`src/rtl/gf2m_aop_mul.sv`:
```
module gf2m_aop_mul #(
  parameter int M = 4
) (
  input  logic         clk,
  input  logic         rst,
  input  logic         in_valid,
  input  logic [M-1:0] op_a,
  input  logic [M-1:0] op_b,
  output logic         out_valid,
  output logic [M-1:0] product
);
  localparam int N = M + 1;
  localparam int P = (N + 1) / 2;

  function automatic logic [N-1:0] rot(input logic [N-1:0] v, input int s);
    logic [N-1:0] r;
    for (int j = 0; j < N; j++) r[j] = v[(j + N - s) % N];
    return r;
  endfunction

  logic [N-1:0] a_r [P];
  logic [N-1:0] b_r [P];
  logic [N-1:0] acc_r [P];
  logic [N-1:0] t_r [P];
  logic         v_r [P];

  logic [N-1:0] a_n [P];
  logic [N-1:0] b_n [P];
  logic [N-1:0] acc_n [P];
  logic [N-1:0] t_n [P];
  logic         v_n [P];

  logic [N-1:0] sum_r;
  logic         sum_v;

  for (genvar k = 0; k < P; k++) begin : g_stage
    logic [N-1:0] a_s, b_s, pp_lo, pp_hi;
    if (k == 0) begin : g_head
      assign a_s      = {1'b0, op_a};
      assign b_s      = {1'b0, op_b};
      assign v_n[k]   = in_valid;
      assign acc_n[k] = '0;
    end else begin : g_body
      assign a_s      = a_r[k-1];
      assign b_s      = b_r[k-1];
      assign v_n[k]   = v_r[k-1];
      assign acc_n[k] = acc_r[k-1] ^ t_r[k-1];
    end
    assign pp_lo = {N{b_s[2*k]}} & rot(a_s, 2*k);
    if (2*k + 1 < N) begin : g_pair
      assign pp_hi = {N{b_s[2*k+1]}} & rot(a_s, 2*k+1);
    end else begin : g_single
      assign pp_hi = '0;
    end
    assign a_n[k] = a_s;
    assign b_n[k] = b_s;
    assign t_n[k] = pp_lo ^ pp_hi;
  end

  always_ff @(posedge clk) begin
    if (rst) begin
      for (int k = 0; k < P; k++) begin
        a_r[k]   <= '0;
        b_r[k]   <= '0;
        acc_r[k] <= '0;
        t_r[k]   <= '0;
        v_r[k]   <= 1'b0;
      end
      sum_r     <= '0;
      sum_v     <= 1'b0;
      product   <= '0;
      out_valid <= 1'b0;
    end else begin
      for (int k = 0; k < P; k++) begin
        a_r[k]   <= a_n[k];
        b_r[k]   <= b_n[k];
        acc_r[k] <= acc_n[k];
        t_r[k]   <= t_n[k];
        v_r[k]   <= v_n[k];
      end
      sum_r     <= acc_r[P-1] ^ t_r[P-1];
      sum_v     <= v_r[P-1];
      product   <= sum_r[M-1:0] ^ {M{sum_r[M]}};
      out_valid <= sum_v;
    end
  end
endmodule

```
`config.mk`:
```
export PLATFORM = sky130hd
export DESIGN_NAME = gf2m_aop_mul
export DESIGN_NICKNAME = d
export VERILOG_FILES = /design/src/rtl/gf2m_aop_mul.sv
export SDC_FILE = /design/constraint.sdc
export NUM_CORES = 1
export LEC_CHECK = 0
export BUFFER_PORTS_ARGS = -buffer_cell sky130_fd_sc_hd__buf_2
export CAP_MARGIN = 5
export CORE_ASPECT_RATIO = 1.1
export CORE_UTILIZATION = 49
export CTS_CLUSTER_DIAMETER = 100
export CTS_CLUSTER_SIZE = 12
export DETAILED_ROUTE_END_ITERATION = 12
export GPL_ROUTABILITY_DRIVEN = 1
export PLACE_DENSITY = 0.8
export SYNTH_ARGS = -nofsm -noshare
export SYNTH_HDL_FRONTEND = slang
export SYNTH_SLANG_ARGS = --single-unit
```
`constraint.sdc`:
```
create_clock -name clk -period 0.8 [get_ports clk]
set_input_delay 0.16 -clock clk [delete_from_list [all_inputs] [get_ports clk]]
set_output_delay 0.16 -clock clk [all_outputs]
set_load 0.05 [all_outputs]
```
== Yosys cells after proc, flatten, opt, wreduce, memory -nomap -nowiden ==
Memories as Yosys holds them, arrays and structs flattened. A register that Yosys moved wholly into a read port is not among the register bits.
Cells that the tools add are included.

* Bitwise logic cells: 26
* Muxes and demuxes: 18

{| class="wikitable"
|+ Operator list
! kind !! number
|-
| $mux W5 || 12
|-
| $xor A5 B5 Y5 || 5
|-
| $and A5 B5 Y5 || 4
|-
| $or A1 B1 Y1 || 15
|-
| $mux W1 || 6
|-
| $and A5 B4 Y5 || 1
|-
| $xor A4 B4 Y4 || 1
|}

* Flip-flop bits (word level): 10
* Input port bits: 11
* Memories: 5
* Memory bits (writable): 63
* Output and inout port bits: 5

{| class="wikitable"
|+ Memories
! memory !! words !! width !! read ports !! clocked after Yosys merged registers in !! wr ports !! RTL line !! text
|-
| a_r || 3 || 5 || 2 || 0 || 3 || 21 || <nowiki>logic [N-1:0] a_r [P];</nowiki>
|-
| acc_r || 3 || 5 || 3 || 0 || 3 || 23 || <nowiki>logic [N-1:0] acc_r [P];</nowiki>
|-
| b_r || 3 || 5 || 2 || 0 || 3 || 22 || <nowiki>logic [N-1:0] b_r [P];</nowiki>
|-
| t_r || 3 || 5 || 3 || 0 || 3 || 24 || <nowiki>logic [N-1:0] t_r [P];</nowiki>
|-
| v_r || 3 || 1 || 3 || 1 || 3 || 25 || <nowiki>logic v_r [P];</nowiki>
|}

== Depth between registers and ports, before layout ==
Gate-level depths: netlist of the first run.
An unclocked memory read counts as a cell.

* Depth in word-level cells: 4
* Mapped depth: 3
* Depth with buffers taken out: 3

== Worst setup path before layout of the first run ==
No wires, ideal clock.

* Kind: register -> output
* Start point: register out_valid
* End point: output out_valid
* Cell stages (with the launch flop): 1
* Arrival time: 0.587 ns
* Setup slack: 0.053 ns
* Cell sequence: dfxtp_1

{| class="wikitable"
|+ RTL lines
! what !! RTL line !! text
|-
| start, declared || 9 || <nowiki>output logic out_valid,</nowiki>
|-
| start signal, assigned || 84 || <nowiki>out_valid <= sum_v;</nowiki>
|}

No word-level cell between the ends.

== Final worst setup path of the first run ==
* Start point: register product[0]
* End point: output product[0]

{| class="wikitable"
|+ RTL lines
! what !! RTL line !! text
|-
| start, declared || 10 || <nowiki>output logic [M-1:0] product</nowiki>
|-
| start signal, assigned || 83 || <nowiki>product <= sum_r[M-1:0] ^ {M{sum_r[M]}};</nowiki>
|}

No word-level cell between the ends.

==> impl_summary.txt, run 1 <==
----------------------------------------------------
[Placed design]
  Total instance count after detailed placement ... 156
  Final RePlAce weighted congestion ... 0.706
  Detail Placement HPWL ... 1010 um
  Area after detailed placement ... 1360 um2
  Port-buffer cells ... 15
  Worst Setup Slack post-DPL ... 37.1 ps

[Status]
  Failing checks ... setup timing
  Outcome ... finished, violations left

[Detailed routing]
  Vias per cell ... 4.39
  M1 wire length ... 582 um
  Met2 Wirelength ... 759 um
  Number of antenna-violating nets in the routed design ... 0
  Wire length on met3 ... 98 um
  Wire per inst ... 9.06 um
  Total via count after detailed routing ... 720
  Number of violations reported at the end of detailed-routing iteration 0 ... 0
  Top routing layer in use ... met4
  Number of remaining DRC errors ... 0
  Routed WL ... 1490 um
  DRT Pass-1 Iters ... 1

[Worst hold path]
  Instance count along the most critical hold path ... 2
  Class of the tightest hold or removal check ... input pin to flip-flop

[GRT]
  Total gr overflow ... 0
  Initial antenna violation count ... 0
  Largest net degree at the start of global routing ... 29
  Global-route wire length before repair ... 2640 um
  Via count of the first global-routing pass ... 654
  Overall global routing resource usage ... 13.7%

[Die]
  Floorplan Core Area ... 2340 um2
  Effective utilization at floorplan ... 54.2%
  Width of the die ... 50.5 um
  Count of boundary I/O pins ... 16
  Floorplan die area ... 2800 um2
  Std-Cell Rows ... 18
  Die extent in y ... 55.4 um

[Worst setup path]
  Stages on the worst setup path ... 1
  Crit path largest cell delay ... 340 ps
  Family with the most delay on the worst path ... flip-flops
  Critical Setup Path Class ... flip-flop to output pin
  Type of origin of the critical path ... flip-flop
  Required time at the worst-slack endpoint ... 640 ps
  Kind of end point of the critical path ... output pin
  Sequence of cells on the critical path ... buf_6
  Highest net fanout along the worst path ... 1
  Buf+Inv Stages, Crit Path ... 1
  Slowest stage cell on the critical path ... sky130_fd_sc_hd__dfxtp_2
  Depth of the worst register-to-register path ... 3
  Worst endpoint data arrival time ... 820 ps

[Synth]
  Dominant cell type by area after synthesis ... sky130_fd_sc_hd__dfxtp_1
  Post-synth design cell area ... 1270 um2
  Count of cell types in the netlist ... 10
  Cells taking the most area after synthesis ... sky130_fd_sc_hd__dfxtp_1 (63%), sky130_fd_sc_hd__xnor2_1 (10%), sky130_fd_sc_hd__nor2b_1 (5.9%)
  Post-Synthesis Mean Instance Area ... 11.1 um2
  Total of flip-flops plus latches after synthesis ... 40
  Share of Yosys cell area claimed by the top area cell type ... 63.1%
  Cells after Synth ... 114
  Yosys synthesis warning count ... 0
  Sequential cell area fraction in the yosys report ... 63.1%
  Synthesized netlist net count ... 125

[Pwr]
  Max rail drop VDD ... 1570 uV
  P_leak ... 0.596 nW
  Ratio of total power to cell area ... 2250 nW/um2

[CTS]
  Source-to-sink clock delay at the later pin of the worst-skew pair ... 340 ps
  Post-cts hold buffer count ... 0
  Clk buf depth ... 2
  Clock Sinks ... 40
  Number of levels in the clock H-tree ... 2
  TritonCTS clock tree ... built
  TritonCTS buffer count ... 5
  Root buffer selected by CTS ... sky130_fd_sc_hd__clkbuf_4
  Worst-path clk slew ... 110 ps

[STA]
  Highest clock rate ... 1020 MHz
  Measured slew at the worst slew-check pin ... 199 ps
  Number of failing hold endpoints at the final stage ... 0
  Max-Slew Margin vs Limit ... 86.7%
  Final-report setup violation count ... 5
  RSZ-0062 raised after global routing ... true
  Clock period minus final worst setup slack ... 985 ps
  Post-route setup slack ... -185 ps
  Post-route clock period utilization ... 123%
  Number of pins with negative max-slew slack in the final report ... 0
  Worst clock skew on the final layout ... 9.34 ps

[Finish]
  Net count, final ... 144
  Area Overhead vs Synth ... 16.2%
  Fill count ... 214
  Commonest non-fill, non-tap cell in the layout ... sky130_fd_sc_hd__dfxtp_1
  Area used by sequential logic in the layout ... 810 um2
  Share of final-layout standard cells stronger than drive strength 1 ... 32.1%
  Post-route cell area ... 1480 um2
  Multi-input gate area in the final layout ... 429 um2
  Count of antenna diodes in the layout ... 0
  Most used cells in the layout excluding fill and tap cells ... sky130_fd_sc_hd__dfxtp_1 (33), sky130_fd_sc_hd__nor2_1 (17), sky130_fd_sc_hd__xnor2_1 (14)
  Filler-free cell count of the finished design ... 164

[Run]
  Maximum capacitance violations ... 0

----------------------------------------------------
-- kinds of logic (layout without fill, tap and decap cells) --
| group | after synthesis | after routing | synth area share (%) |
|---|---|---|---|
| buf+inv | 5 | 25 | 3.94 |
| flops | 40 | 40 | 63.1 |
| simple gates | 54 | 54 | 22.7 |
| xor+xnor | 15 | 15 | 10.3 |
-- per-stage QoR --
stage	TNS, ps	total power [mW]	hold slack, ps	util, %
floorplan	0	2.30	239	-
global placement	0	2.34	370	58.1
detailed placement	0	2.35	373	58.1
CTS	-992	3.37	11.5	62.3
global route	-1180	3.51	6.87	63.0
finish	-894	3.33	25.5	63.0
-- Yosys cell counts --
library cell and n:
sky130_fd_sc_hd__nor2_1 17, sky130_fd_sc_hd__buf_6 4, sky130_fd_sc_hd__xnor2_1 15, sky130_fd_sc_hd__and2_1 2, sky130_fd_sc_hd__dfxtp_1 40, sky130_fd_sc_hd__nand2_1 14
sky130_fd_sc_hd__nor2b_2 8, sky130_fd_sc_hd__nor2b_4 1, sky130_fd_sc_hd__nor2b_1 12, sky130_fd_sc_hd__buf_2 1
-- final cells by class --
class | instances | share of cell area (%)
repair buffers | 17 | 9.33
clock inverters | 2 | 0.679
multi-input cells | 69 | 29.1
flip-flops and latches | 40 | 54.9
clock buffers | 6 | 3.48
well taps | 30 | 2.54
-- sequential cells by signal, indices dropped and copies added (netlist names) --
signal and flops:
v_r 3, out_valid 1, product 4, acc_r 10, sum_r 5, t_r 10
a_r 4, sum_v 1, b_r 2
-- path summary, 6_finish.rpt --
kind                    from         end  slack, ps
hold reg to reg       v_r[2]       sum_v        440
hold / removal       op_b[3]   b_r[0][3]         30
setup reg to reg   b_r[0][2]   t_r[0][9]         50
setup / recovery  product[0]  product[0]       -180
-- report_power, final --
group          internal (mW)  switching, mW
clock                  0.418          0.592
sequential              2.07         0.0293
combinational          0.114          0.104
total                   2.60          0.726
-- routing by layer --
metal / vias to the layer above / global-route usage (%)
met5: - / 0
met4: 0 / 10.7
met3: 5 / 8.26
met2: 21 / 20.4
met1: 312 / 13.6
li1: 382 / -
-- what timing repair did --
| action | 4_1_cts | 5_1_grt |
|---|---|---|
| gates resized for setup | 15 | 5 |
| buffers inserted | 0 | 0 |
| setup endpoints to repair | 5 | 8 |
| pin swaps | 0 | 1 |
Note: power is estimated with default switching activity, not from simulation.
==> run 2: changes to the inputs <==
--- a/config.mk
+++ b/config.mk
@@ -9,6 +9,7 @@
 export CAP_MARGIN = 5
 export CORE_ASPECT_RATIO = 1.1
 export CORE_UTILIZATION = 49
+export CTS_BUF_LIST = sky130_fd_sc_hd__clkbuf_16
 export CTS_CLUSTER_DIAMETER = 100
 export CTS_CLUSTER_SIZE = 12
 export DETAILED_ROUTE_END_ITERATION = 12
==> impl_summary.txt, run 2 (synthesized netlist as in run 1, its figures left out) <==
----------------------------------------------------
[Status]
  Outcome ... finished, violations left (unchanged)
  Failing checks ... setup timing (unchanged)

[Pwr]
  P_leak ... 0.628 nW (was 0.596 nW)
  Max rail drop VDD ... 2510 uV (was 1570 uV)
  Ratio of total power to cell area ... 2670 nW/um2 (was 2250 nW/um2)
  Total power ... 4.14 mW (was 3.33 mW)

[GRT]
  Overall global routing resource usage ... 14.0% (was 13.7%)
  Total gr overflow ... 0 (unchanged)
  Largest net degree at the start of global routing ... 29 (unchanged)
  Global-route wire length before repair ... 2710 um (was 2640 um)
  Initial antenna violation count ... 0 (unchanged)
  Via count of the first global-routing pass ... 671 (was 654)

[Placed design]
  Final RePlAce weighted congestion ... 0.706 (unchanged)
  Detail Placement HPWL ... 1010 um (unchanged)
  Total instance count after detailed placement ... 156 (unchanged)
  Port-buffer cells ... 15 (unchanged)

[Worst setup path]
  Buf+Inv Stages, Crit Path ... 1 (unchanged)
  Slowest stage cell on the critical path ... sky130_fd_sc_hd__dfxtp_2 (unchanged)
  Highest net fanout along the worst path ... 1 (unchanged)
  Required time at the worst-slack endpoint ... 640 ps (about the same)
  Worst setup startpoint ... product[3] (was product[0])
  Depth of the worst register-to-register path ... 3 (unchanged)
  Critical Path Sink ... product[3] (was product[0])
  Critical Setup Path Class ... flip-flop to output pin (unchanged)
  Sequence of cells on the critical path ... buf_8 (was buf_6)
  Reg-to-reg setup timing slack ... 30 ps (was 50 ps)
  Family with the most delay on the worst path ... flip-flops (unchanged)
  Crit path largest cell delay ... 330 ps (was 340 ps)
  Type of origin of the critical path ... flip-flop (unchanged)
  Worst endpoint data arrival time ... 740 ps (was 820 ps)
  Stages on the worst setup path ... 1 (unchanged)
  Critical register-to-register path startpoint ... b_r[0][2] (unchanged)
  Kind of end point of the critical path ... output pin (unchanged)
  Worst R2R End ... t_r[0][5] (was t_r[0][9])

[STA]
  Worst hold margin ... 87.7 ps (was 25.5 ps)
  Number of failing hold endpoints at the final stage ... 0 (unchanged)
  Worst clock skew on the final layout ... 1.78 ps (was 9.34 ps)
  Final-report setup violation count ... 5 (unchanged)
  Number of pins with negative max-slew slack in the final report ... 0 (unchanged)
  Post-route clock period utilization ... 113% (was 123%)
  Setup_tns ... -495 ps (was -894 ps)
  Max-Slew Margin vs Limit ... 86.6% (was 86.7%)
  RSZ-0062 raised after global routing ... true (unchanged)
  Clock period minus final worst setup slack ... 901 ps (was 985 ps)
  Measured slew at the worst slew-check pin ... 201 ps (was 199 ps)
  Highest clock rate ... 1110 MHz (was 1020 MHz)
  Post-route setup slack ... -101 ps (was -185 ps)

[Die]
  Effective utilization at floorplan ... 54.2% (unchanged)
  Floorplan Core Area ... 2340 um2 (unchanged)
  Width of the die ... 50.5 um (unchanged)
  Count of boundary I/O pins ... 16 (unchanged)
  Floorplan die area ... 2800 um2 (unchanged)
  Die extent in y ... 55.4 um (unchanged)
  Std-Cell Rows ... 18 (unchanged)

[Finish]
  Share of final-layout standard cells stronger than drive strength 1 ... 30.6% (was 32.1%)
  Fill count ... 192 (was 214)
  Most used cells in the layout excluding fill and tap cells ... sky130_fd_sc_hd__dfxtp_1 (33), sky130_fd_sc_hd__nor2_1 (17), sky130_fd_sc_hd__nand2_1 (14), sky130_fd_sc_hd__xnor2_1 (14), sky130_fd_sc_hd__nor2b_1 (12) (was sky130_fd_sc_hd__dfxtp_1 (33), sky130_fd_sc_hd__nor2_1 (17), sky130_fd_sc_hd__xnor2_1 (14))
  Filler-free cell count of the finished design ... 164 (unchanged)
  Area used by sequential logic in the layout ... 810 um2 (unchanged)
  Biggest registers after layout ... acc_r: 10 flops, t_r: 10 flops, sum_r: 5 flops (unchanged)
  Net count, final ... 144 (unchanged)
  Area Overhead vs Synth ... 22.1% (was 16.2%)
  Commonest non-fill, non-tap cell in the layout ... sky130_fd_sc_hd__dfxtp_1 (unchanged)
  Count of antenna diodes in the layout ... 0 (unchanged)
  Multi-input gate area in the final layout ... 427 um2 (was 429 um2)

[CTS]
  Post-cts hold buffer count ... 0 (unchanged)
  Worst-path clk slew ... 50 ps (was 110 ps)
  TritonCTS buffer count ... 5 (unchanged)
  Source-to-sink clock delay at the later pin of the worst-skew pair ... 280 ps (was 340 ps)
  Post-CTS repair timing setup buffer count ... 0 (unchanged)
  Root buffer selected by CTS ... sky130_fd_sc_hd__clkbuf_16 (was sky130_fd_sc_hd__clkbuf_4)
  TritonCTS clock tree ... built (unchanged)
  Clk buf depth ... 2 (unchanged)
  Number of levels in the clock H-tree ... 2 (unchanged)
  Clock Sinks ... 40 (unchanged)

[Detailed routing]
  Total via count after detailed routing ... 735 (was 720)
  DRT Pass-1 Iters ... 2 (was 1)
  Vias per cell ... 4.48 (was 4.39)
  Number of violations reported at the end of detailed-routing iteration 0 ... 2 (was 0)
  Routed WL ... 1540 um (was 1490 um)
  Number of antenna-violating nets in the routed design ... 0 (unchanged)
  Number of remaining DRC errors ... 0 (unchanged)
  Wire per inst ... 9.39 um (was 9.06 um)

[Run]
  Maximum capacitance violations ... 0 (unchanged)

[Worst hold path]
  Class of the tightest hold or removal check ... input pin to flip-flop (unchanged)
  Instance count along the most critical hold path ... 2 (unchanged)

----------------------------------------------------
[run 2: timing repair]
action / CTS / global route
cloned: 0 / 0
resized for setup: 16 / 3
endpoints found under the setup margin: 6 / 7
[run 2: final cells by class]
| type | count | share of cell area (%) |
|---|---|---|
| timing repair buffer | 17 | 8.88 |
| clock inverter | 3 | 0.888 |
| sequential | 40 | 52.2 |
| clock buffer | 5 | 8.07 |
| tap | 30 | 2.42 |
| multi-input combinational | 69 | 27.5 |
[run 2: worst min-delay path by stage]
stage,from,to,slack [ps]
6_report,op_b[3],b_r[0][3],90
5_1_grt,op_b[3],b_r[0][3],100
4_1_cts,op_b[3],b_r[0][3],90
3_5_place_dp,op_b[3],b_r[0][3],370
3_3_place_gp,in_valid,v_r[0],370
2_1_floorplan,rst,a_r[0][0],240
[run 2: layer usage]
metal	track usage (%)	vias up	share of wire [%]
met3	7.44	6	6.0
met1	14.2	332	39
met4	10.7	0	3.5
met5	0	-	0
li1	-	378	-
met2	21.3	19	52
[run 2: per-stage QoR]
step	util, %	instance area (um2)	worst slack, ps
floorplan	-	1270	52.7
global placement	58.1	1360	65.1
detailed placement	58.1	1360	37.1
CTS	65.7	1540	-110
global route	66.2	1550	-122
finish	66.2	1550	-101
[run 2: power breakdown]
group          switching [mW]  total [mW]  leakage [nW]  internal (mW)
registers              0.0297        2.10         0.330           2.07
logic                   0.105       0.219         0.227          0.114
clock network           0.691        1.82        0.0710           1.13
==> run 3: changes to the inputs <==
--- a/config.mk
+++ b/config.mk
@@ -7,14 +7,17 @@
 export LEC_CHECK = 0
 export BUFFER_PORTS_ARGS = -buffer_cell sky130_fd_sc_hd__buf_2
 export CAP_MARGIN = 5
+export CELL_PAD_IN_SITES_DETAIL_PLACEMENT = 0
+export CELL_PAD_IN_SITES_GLOBAL_PLACEMENT = 1
 export CORE_ASPECT_RATIO = 1.1
-export CORE_UTILIZATION = 49
+export CORE_UTILIZATION = 39
 export CTS_BUF_LIST = sky130_fd_sc_hd__clkbuf_16
 export CTS_CLUSTER_DIAMETER = 100
 export CTS_CLUSTER_SIZE = 12
 export DETAILED_ROUTE_END_ITERATION = 12
 export GPL_ROUTABILITY_DRIVEN = 1
 export PLACE_DENSITY = 0.8
+export RECOVER_POWER = 25
 export SYNTH_ARGS = -nofsm -noshare
 export SYNTH_HDL_FRONTEND = slang
 export SYNTH_SLANG_ARGS = --single-unit
==> impl_summary.txt, run 3 (synthesized netlist as in run 1, its figures left out) <==
----------------------------------------------------
[STA]
  Measured slew at the worst slew-check pin ... 352 ps (was 201 ps)
  Clock period minus final worst setup slack ... 900 ps (was 901 ps)
  Final-report setup violation count ... 5 (unchanged)
  RSZ-0062 raised after global routing ... true (unchanged)
  Post-route clock period utilization ... 113% (about the same)
  Post-route setup slack ... -100 ps (was -101 ps)
  Number of pins with negative max-slew slack in the final report ... 0 (unchanged)
  Highest clock rate ... 1110 MHz (about the same)
  Worst hold margin ... 96.0 ps (was 87.7 ps)
  Worst clock skew on the final layout ... 5.70 ps (was 1.78 ps)
  Max-Slew Margin vs Limit ... 76.5% (was 86.6%)
  Number of failing hold endpoints at the final stage ... 0 (unchanged)

[Worst hold path]
  Instance count along the most critical hold path ... 2 (unchanged)
  Class of the tightest hold or removal check ... input pin to flip-flop (unchanged)

[Die]
  Die extent in y ... 61.9 um (was 55.4 um)
  Floorplan die area ... 3490 um2 (was 2800 um2)
  Width of the die ... 56.4 um (was 50.5 um)
  Std-Cell Rows ... 21 (was 18)
  Effective utilization at floorplan ... 41.3% (was 54.2%)
  Floorplan Core Area ... 3070 um2 (was 2340 um2)
  Count of boundary I/O pins ... 16 (unchanged)

[Worst setup path]
  Depth of the worst register-to-register path ... 3 (unchanged)
  Stages on the worst setup path ... 1 (unchanged)
  Crit path largest cell delay ... 330 ps (about the same)
  Highest net fanout along the worst path ... 1 (unchanged)
  Sequence of cells on the critical path ... buf_8 (unchanged)
  Kind of end point of the critical path ... output pin (unchanged)
  Required time at the worst-slack endpoint ... 640 ps (about the same)
  Critical Setup Path Class ... flip-flop to output pin (unchanged)
  Type of origin of the critical path ... flip-flop (unchanged)
  Buf+Inv Stages, Crit Path ... 1 (unchanged)
  Family with the most delay on the worst path ... flip-flops (unchanged)
  Worst endpoint data arrival time ... 740 ps (about the same)
  Slowest stage cell on the critical path ... sky130_fd_sc_hd__dfxtp_2 (unchanged)

[Finish]
  Net count, final ... 144 (unchanged)
  Area Overhead vs Synth ... 20.8% (was 22.1%)
  Share of final-layout standard cells stronger than drive strength 1 ... 26.9% (was 30.6%)
  Commonest non-fill, non-tap cell in the layout ... sky130_fd_sc_hd__dfxtp_1 (unchanged)
  Count of antenna diodes in the layout ... 0 (unchanged)
  Most used cells in the layout excluding fill and tap cells ... sky130_fd_sc_hd__dfxtp_1 (32), sky130_fd_sc_hd__nor2_1 (17), sky130_fd_sc_hd__xnor2_1 (15) (was sky130_fd_sc_hd__dfxtp_1 (33), sky130_fd_sc_hd__nor2_1 (17), sky130_fd_sc_hd__nand2_1 (14), sky130_fd_sc_hd__xnor2_1 (14), sky130_fd_sc_hd__nor2b_1 (12))
  Core occupancy in the finished layout ... 49.9% (was 66.2%)
  Biggest registers after layout ... acc_r: 10 flops, t_r: 10 flops, sum_r: 5 flops (unchanged)

[Detailed routing]
  DRT Pass-1 Iters ... 4 (was 2)
  Wire per inst ... 8.95 um (was 9.39 um)
  Number of violations reported at the end of detailed-routing iteration 0 ... 5 (was 2)
  Number of remaining DRC errors ... 0 (unchanged)
  Total via count after detailed routing ... 716 (was 735)
  Routed WL ... 1500 um (was 1540 um)
  Vias per cell ... 4.26 (was 4.48)
  Number of antenna-violating nets in the routed design ... 0 (unchanged)

[Pwr]
  Max rail drop VDD ... 1710 uV (was 2510 uV)
  Ratio of total power to cell area ... 2670 nW/um2 (about the same)
  P_leak ... 0.613 nW (was 0.628 nW)

[GRT]
  Via count of the first global-routing pass ... 633 (was 671)
  Largest net degree at the start of global routing ... 29 (unchanged)
  Overall global routing resource usage ... 10.5% (was 14.0%)
  Initial antenna violation count ... 0 (unchanged)
  Global-route wire length before repair ... 2550 um (was 2710 um)
  Total gr overflow ... 0 (unchanged)

[CTS]
  TritonCTS buffer count ... 5 (unchanged)
  Root buffer selected by CTS ... sky130_fd_sc_hd__clkbuf_16 (unchanged)
  Number of levels in the clock H-tree ... 2 (unchanged)
  Clock Sinks ... 40 (unchanged)
  Post-CTS repair timing setup buffer count ... 0 (unchanged)
  Clk buf depth ... 2 (unchanged)
  Source-to-sink clock delay at the later pin of the worst-skew pair ... 280 ps (about the same)
  TritonCTS clock tree ... built (unchanged)
  Worst-path clk slew ... 50 ps (about the same)
  Post-cts hold buffer count ... 0 (unchanged)

[Placed design]
  Final RePlAce weighted congestion ... 0.644 (was 0.706)
  Port-buffer cells ... 15 (unchanged)
  Detail Placement HPWL ... 1070 um (was 1010 um)

[Status]
  Outcome ... finished, violations left (unchanged)
  Failing checks ... setup timing (unchanged)

[Run]
  Maximum capacitance violations ... 0 (unchanged)

----------------------------------------------------
-- run 3: changes by cell type in the layout (fill, tap and decap cells not counted), moves of 2 or more --
| cell | before | now |
|---|---|---|
| sky130_fd_sc_hd__clkbuf_1 | 0 | 2 |
| sky130_fd_sc_hd__and2_1 | 2 | 0 |
| sky130_fd_sc_hd__and2_0 | 0 | 2 |
| sky130_fd_sc_hd__clkinv_2 | 2 | 0 |
| sky130_fd_sc_hd__inv_1 | 0 | 2 |
-- run 3: worst reg2reg max path: cells and delay by family (launching register included) --
kind,cells,cell delay [ps]
flip-flops,1,340
XOR/XNOR,1,140
AND/OR/NAND/NOR,2,110
-- run 3: where the power goes --
group,switching (mW),leakage (nW),internal (mW)
sequential,0.0286,0.331,2.07
clock,0.667,0.0738,1.12
combinational,0.100,0.209,0.105
total,0.796,0.613,3.30
-- run 3: per-layer routing --
| layer | up-vias | track usage, % | wire length [um] |
|---|---|---|---|
| met5 | - | 0 | 0 |
| met4 | 0 | 8.36 | 56 |
| met3 | 6 | 4.97 | 69 |
| met2 | 19 | 19.9 | 780 |
| met1 | 315 | 8.54 | 598 |
| li1 | 376 | - | - |
-- run 3: through the flow --
stage / setup slack, ps / instances / power (mW) / cell area (um2) / setup TNS, ps
floorplan: 52.7 / 114 / 2.30 / 1270 / 0
global placement: 59.3 / 160 / 2.34 / 1370 / 0
detailed placement: 37.5 / 160 / 2.35 / 1370 / 0
CTS: -111 / 168 / 4.17 / 1540 / -537
global route: -133 / 168 / 4.27 / 1530 / -591
finish: -100 / 168 / 4.09 / 1530 / -481
-- run 3: what timing repair did --
action	CTS	global route
gates cloned	0	0
setup endpoints to repair	5	7
resized for setup	15	4
-- run 3: final timing paths --
kind	slack (ps)	startpoint	end
max reg2reg	90	b_r[0][2]	t_r[0][8]
max	-100	out_valid	out_valid
min reg2reg	430	t_r[0][1]	acc_r[0][6]
min	100	in_valid	v_r[0]
-- run 3: final cells by class --
class | instances | area [um2]
Clock inverter | 3 | 11.3
Timing Repair Buffer | 17 | 133
Multi-Input combinational cell | 69 | 412
Clock buffer | 5 | 125
Tap cell | 34 | 42.5
Fill cell | 294 | 1540
Sequential cell | 40 | 811
